<file path="config.mk">
export PLATFORM = sky130hd
export DESIGN_NAME = dchain_arbiter
export DESIGN_NICKNAME = d
export VERILOG_FILES = /design/src/rtl/dchain_pkg.sv /design/src/rtl/dchain_or_line.sv /design/src/rtl/dchain_cell.sv /design/src/rtl/dchain_arbiter.sv
export SDC_FILE = /design/constraint.sdc
export NUM_CORES = 1
export LEC_CHECK = 0
export BUFFER_PORTS_ARGS = -buffer_cell sky130_fd_sc_hd__buf_2
export CAP_MARGIN = 20
export CORE_AREA = 2 2 39 41
export CTS_CLUSTER_DIAMETER = 200
export DETAILED_ROUTE_END_ITERATION = 7
export DIE_AREA = 0 0 41 43
export MAX_ROUTING_LAYER = met4
export PLACE_DENSITY = 0.68
export SYNTH_ARGS = -nofsm -noshare
export SYNTH_HDL_FRONTEND = slang
export SYNTH_SLANG_ARGS = --single-unit
</file>
<file path="constraint.sdc">
create_clock -name clk -period 1.4 [get_ports clk]
set_input_delay 0.07 -clock clk [delete_from_list [all_inputs] [get_ports clk]]
set_output_delay 0.07 -clock clk [all_outputs]
set_load 0.02 [all_outputs]
</file>
<file path="src/rtl/dchain_pkg.sv">
package dchain_pkg;

    typedef enum logic [1:0] {
        ST_IDLE = 2'd0,
        ST_WAIT = 2'd1,
        ST_OWN  = 2'd2
    } cell_state_e;

endpackage

</file>
<file path="src/rtl/dchain_or_line.sv">
module dchain_or_line #(
    parameter int W = 4
) (
    input  logic [W-1:0] drv_i,
    output logic         line_o
);
    // Logical stand-in for an open-collector shared line
    assign line_o = |drv_i;
endmodule

</file>
<file path="src/rtl/dchain_cell.sv">
module dchain_cell
    import dchain_pkg::*;
(
    input  logic clk,
    input  logic rst_n,
    input  logic req_i,
    input  logic rel_i,
    input  logic tok_i,
    input  logic bus_busy_i,
    output logic tok_o,
    output logic busy_o,
    output logic pend_o,
    output logic grant_o
);
    cell_state_e state_q, state_d;
    logic        can_win;

    assign can_win = tok_i && !bus_busy_i;

    // State register
    always_ff @(posedge clk or negedge rst_n) begin
        if (!rst_n) state_q <= ST_IDLE;
        else        state_q <= state_d;
    end

    // Next state
    always_comb begin
        state_d = state_q;
        unique case (state_q)
            ST_IDLE: begin
                if (req_i) state_d = can_win ? ST_OWN : ST_WAIT;
            end
            ST_WAIT: begin
                if (!req_i)       state_d = ST_IDLE;
                else if (can_win) state_d = ST_OWN;
            end
            ST_OWN: begin
                if (rel_i) state_d = ST_IDLE;
            end
            default: state_d = ST_IDLE;
        endcase
    end

    // Outputs
    always_comb begin
        tok_o   = 1'b0;
        busy_o  = 1'b0;
        pend_o  = 1'b0;
        grant_o = 1'b0;
        unique case (state_q)
            ST_IDLE: begin
                tok_o  = tok_i && !req_i;
                pend_o = req_i;
            end
            ST_WAIT: begin
                tok_o  = tok_i && !req_i;
                pend_o = req_i;
            end
            ST_OWN: begin
                busy_o  = 1'b1;
                grant_o = 1'b1;
            end
            default: begin
                tok_o = 1'b0;
            end
        endcase
    end
endmodule

</file>
<file path="src/rtl/dchain_arbiter.sv">
module dchain_arbiter #(
    parameter int N = 4
) (
    input  logic         clk,
    input  logic         rst_n,
    input  logic [N-1:0] req_i,
    input  logic [N-1:0] rel_i,
    output logic [N-1:0] grant_o,
    output logic         busy_o,
    output logic         bus_req_o
);
    localparam int TOKW = N + 1;

    logic [TOKW-1:0] tok;
    logic [N-1:0]    busy_drv;
    logic [N-1:0]    pend_drv;
    logic            bus_busy;

    assign tok[0] = 1'b1;

    for (genvar i = 0; i < N; i++) begin : g_cell
        dchain_cell u_cell (
            .clk       (clk),
            .rst_n     (rst_n),
            .req_i     (req_i[i]),
            .rel_i     (rel_i[i]),
            .tok_i     (tok[i]),
            .bus_busy_i(bus_busy),
            .tok_o     (tok[i+1]),
            .busy_o    (busy_drv[i]),
            .pend_o    (pend_drv[i]),
            .grant_o   (grant_o[i])
        );
    end

    dchain_or_line #(.W(N)) u_busy_line (.drv_i(busy_drv), .line_o(bus_busy));
    dchain_or_line #(.W(N)) u_req_line  (.drv_i(pend_drv), .line_o(bus_req_o));

    assign busy_o = bus_busy;

    logic unused_tail;
    assign unused_tail = tok[N];
endmodule

</file>
==> impl_metrics.yaml <==
die:
  die_h_um: 43
  design.core.area_mm2: 0.00138
  rows: 14
  dieArea_mm2: 0.00176
  initial_utilization: 0.290
  die_w_um: 41
  ios: 16
setup_path:
  critPathKind: "flop to flop"
  crit_path_start: "g_cell[1].u_cell.state_q[1]"
  r2r-end: "g_cell[3].u_cell.state_q[0]"
  cp-endpoint: "g_cell[3].u_cell.state_q[0]"
  rr_worst_depth: 3
  critPathRequiredTime_ns: 1.54
  crit_path_start_kind: "flop"
  cp-end-kind: "flop"
  crit_path_max_fanout: 2
  regToRegStartpoint: "g_cell[1].u_cell.state_q[1]"
  worstPathArrival_ns: 1.67
  r2r_setup_slack_ns: -0.13
yosys:
  synth_top_area_share: 0.498
  yosys-top-cells-area: "dfrtp_1, nand2b_1, buf_4, inv_1, nand4_1"
  synthSimpleGateAreaFrac: 0.271
  synth_fa_ha_area_frac: 0
  synth_top_family_by_area: "simple AND/OR/NAND/NOR gates"
  yosys.area.top_type: "dfrtp_1"
  syn-cell-area_um2: 402
  syn_area_per_cell_um2: 9.80
  synth_compound_area_frac: 0.118
  yosysSeqAreaShare: 0.498
  synthMuxAreaShare: 0
  synth_seq_cells: 8
  synth_cells: 41
  synth_xor_area_frac: 0
  synth_nets: 51
  yosys_warnings: 0
  yosysUniqueCellTypes: 18
sta:
  setup_slack_ns: -0.130
  relSlewSlack: 0.825
  skew_ns: 0.00720
  grt_setup_unrepaired: "yes"
  fin_tns_setup_ns: -0.163
  hold_viol_final: 0
  holdWs_ns: 0.0180
  clock.fmax_mhz: 654
  worst_pin_slew_ns: 0.262
  period_share: 1.09
  finalMaxSlewViolations: 0
  setup_viol: 2
  post-route-min-period_ns: 1.53
place:
  post-place-ws_ns: -0.171
  io_buffers: 15
  place_hpwl_um: 662
  dp_cells: 69
  gp_congestion: 0.680
layout:
  drive_above_1_share: 0.373
  largest_register_ffs: 8
  antenna_cells: 0
  top_regs: "g_cell.u_cell.state_q x8"
  layout.nets: 71
  nFillCells: 156
  fin_cells: 75
  largest_register: "g_cell.u_cell.state_q"
  synthToLayoutAreaGrowth_pct: 35.2
cts:
  worstSkewPairLatency_ns: 0.25
  clk_path_buf_depth: 2
  cts_tree: "yes"
  cts_buffers: 3
  htreeDepth: 1
  clk_pin_slew_worst_paths_ns: 0.06
  cts.sinks: 8
  postCtsSetupBuffers: 0
  clock-root-buffer: "clkbuf_4"
pwr:
  power_frac_seq: 0.393
  switching_share: 0.332
  p_clk_frac: 0.233
  cellPowerDensity_mw_per_mm2: 1340
  combPwrFrac: 0.374
  peakVddDrop_mv: 0.440
  total_leakage_power_nw: 0.298
  report.power.total_w: 0.000730
  switchingPower_w: 0.000243
  intPower_w: 0.000487
detailed_routing:
  wl_per_cell_um: 10.8
  via_per_inst: 4.57
  drtIter0Drc: 4
  ant_nets: 0
  routed_wl_um: 810
  dr.pass1.iters: 4
  drcViolationCount: 0
  vias: 343
global_route:
  grt_pass1_vias: 280
  track_usage: 0.121
  grt_remaining_overflow: 0
  grt_pass1_wl_mm: 1.26
  use_met1: 0.150
  met2_usage: 0.147
  met3_usage: 0.0471
  grt.busiest_layer: "met1"
  grt_max_degree: 9
  antenna_found_initial: 0
flow_run:
  cap_violations: 0
status:
  violations: "negative setup slack"
  outcome: "complete, but fails checks"
worst_hold_path:
  hold_path.class: "primary input to flop"
layout by cell type, fill, tap and decap left out:
cell / netlist / layout
inv_1: 4 / 4
nor2_1: 3 / 3
o32ai_1: 1 / 1
dfrtp_1: 8 / 8
dlygate4sd3_1: 0 / 3
o22ai_1: 2 / 2
a31oi_1: 1 / 1
nand4b_1: 1 / 1
nand3_1: 1 / 1
buf_4: 4 / 1
clkbuf_4: 0 / 3
a21oi_1: 1 / 1
or3_4: 0 / 1
and3_1: 1 / 1
or2b_1: 1 / 1
o21ai_0: 1 / 1
nand2b_1: 7 / 6
o21ba_1: 1 / 1
or4_4: 0 / 1
buf_2: 0 / 15
nand2b_4: 0 / 1
nand4_1: 2 / 2
cells in the mapped netlist, drive strengths merged:
library cell and number:
a21oi 1, a31oi 1, and3 1, buf 4, dfrtp 8, inv 4
nand2b 7, nand3 1, nand4 2, nand4b 1, nor2 3, o21ai 1
o21ba 1, o22ai 2, o32ai 1, or2b 1, or3 1, or4 1
routing by layer:
metal / part of all wire / vias up
li1: - / 178
met1: 0.44 / 154
met2: 0.47 / 11
met3: 0.084 / 0
met4: 0 / 0
met5: 0 / -
stage by stage:
stage,cell area [um^2],util
5_1_grt,543,0.392
3_5_place_dp,474,0.343
2_1_floorplan,402,-
6_report,543,0.392
4_1_cts,515,0.373
3_3_place_gp,474,0.343
final cells by class:
| type | count | area, um^2 | share of cell area |
|---|---|---|---|
| multi-input combinational | 25 | 173 | 0.318 |
| tap | 16 | 20.0 | 0.0369 |
| timing repair buffer | 19 | 113 | 0.207 |
| inverter | 4 | 15.0 | 0.0276 |
| clock buffer | 3 | 22.5 | 0.0415 |
| sequential | 8 | 200 | 0.369 |
critical path, stage by stage, from the launching register on:
cell     delay [ns]
dfrtp_1        0.37
or4_4          0.54
or3_4          0.34
o21ba_1        0.18
logic make-up (layout without fill, tap and decap cells):
kind of cell,after synthesis,in the layout
flip-flops,8,8
AO/OA/AOI/OAI,7,7
buffers and inverters,8,26
AND/OR/NAND/NOR,18,18
worst min-delay path by stage:
stage | cells past startpoint | from | endpoint | slack, ns
after floorplan | 0 | rst_n | g_cell[0].u_cell.state_q[0] | -0.23
after global placement | 1 | rst_n | g_cell[0].u_cell.state_q[0] | -0.08
after detailed placement | 1 | rst_n | g_cell[0].u_cell.state_q[0] | -0.07
after CTS | 2 | rel_i[3] | g_cell[3].u_cell.state_q[1] | 0.001
after global routing | 2 | rel_i[2] | g_cell[2].u_cell.state_q[1] | 0.01
final | 2 | rel_i[2] | g_cell[2].u_cell.state_q[1] | 0.02
repair_timing:
item | 4_1_cts | 5_1_grt
hold endpoints to repair | 8 | 2
pin swaps | 1 | 1
gates cloned | 0 | 0
hold buffers | 1 | 2
resized for setup | 2 | 1
endpoints found under the setup margin | 2 | 3
power by group through the flow:
stage,clock [W],combinational [W],sequential [W]
6_report,0.000170,0.000273,0.000287
3_3_place_gp,0,0.000251,0.000289
5_1_grt,0.000196,0.000305,0.000293
2_1_floorplan,0,0.000195,0.000288
3_5_place_dp,0,0.000253,0.000290
4_1_cts,0.000181,0.000262,0.000287
No activity file was read; power rests on OpenSTA's default activity.
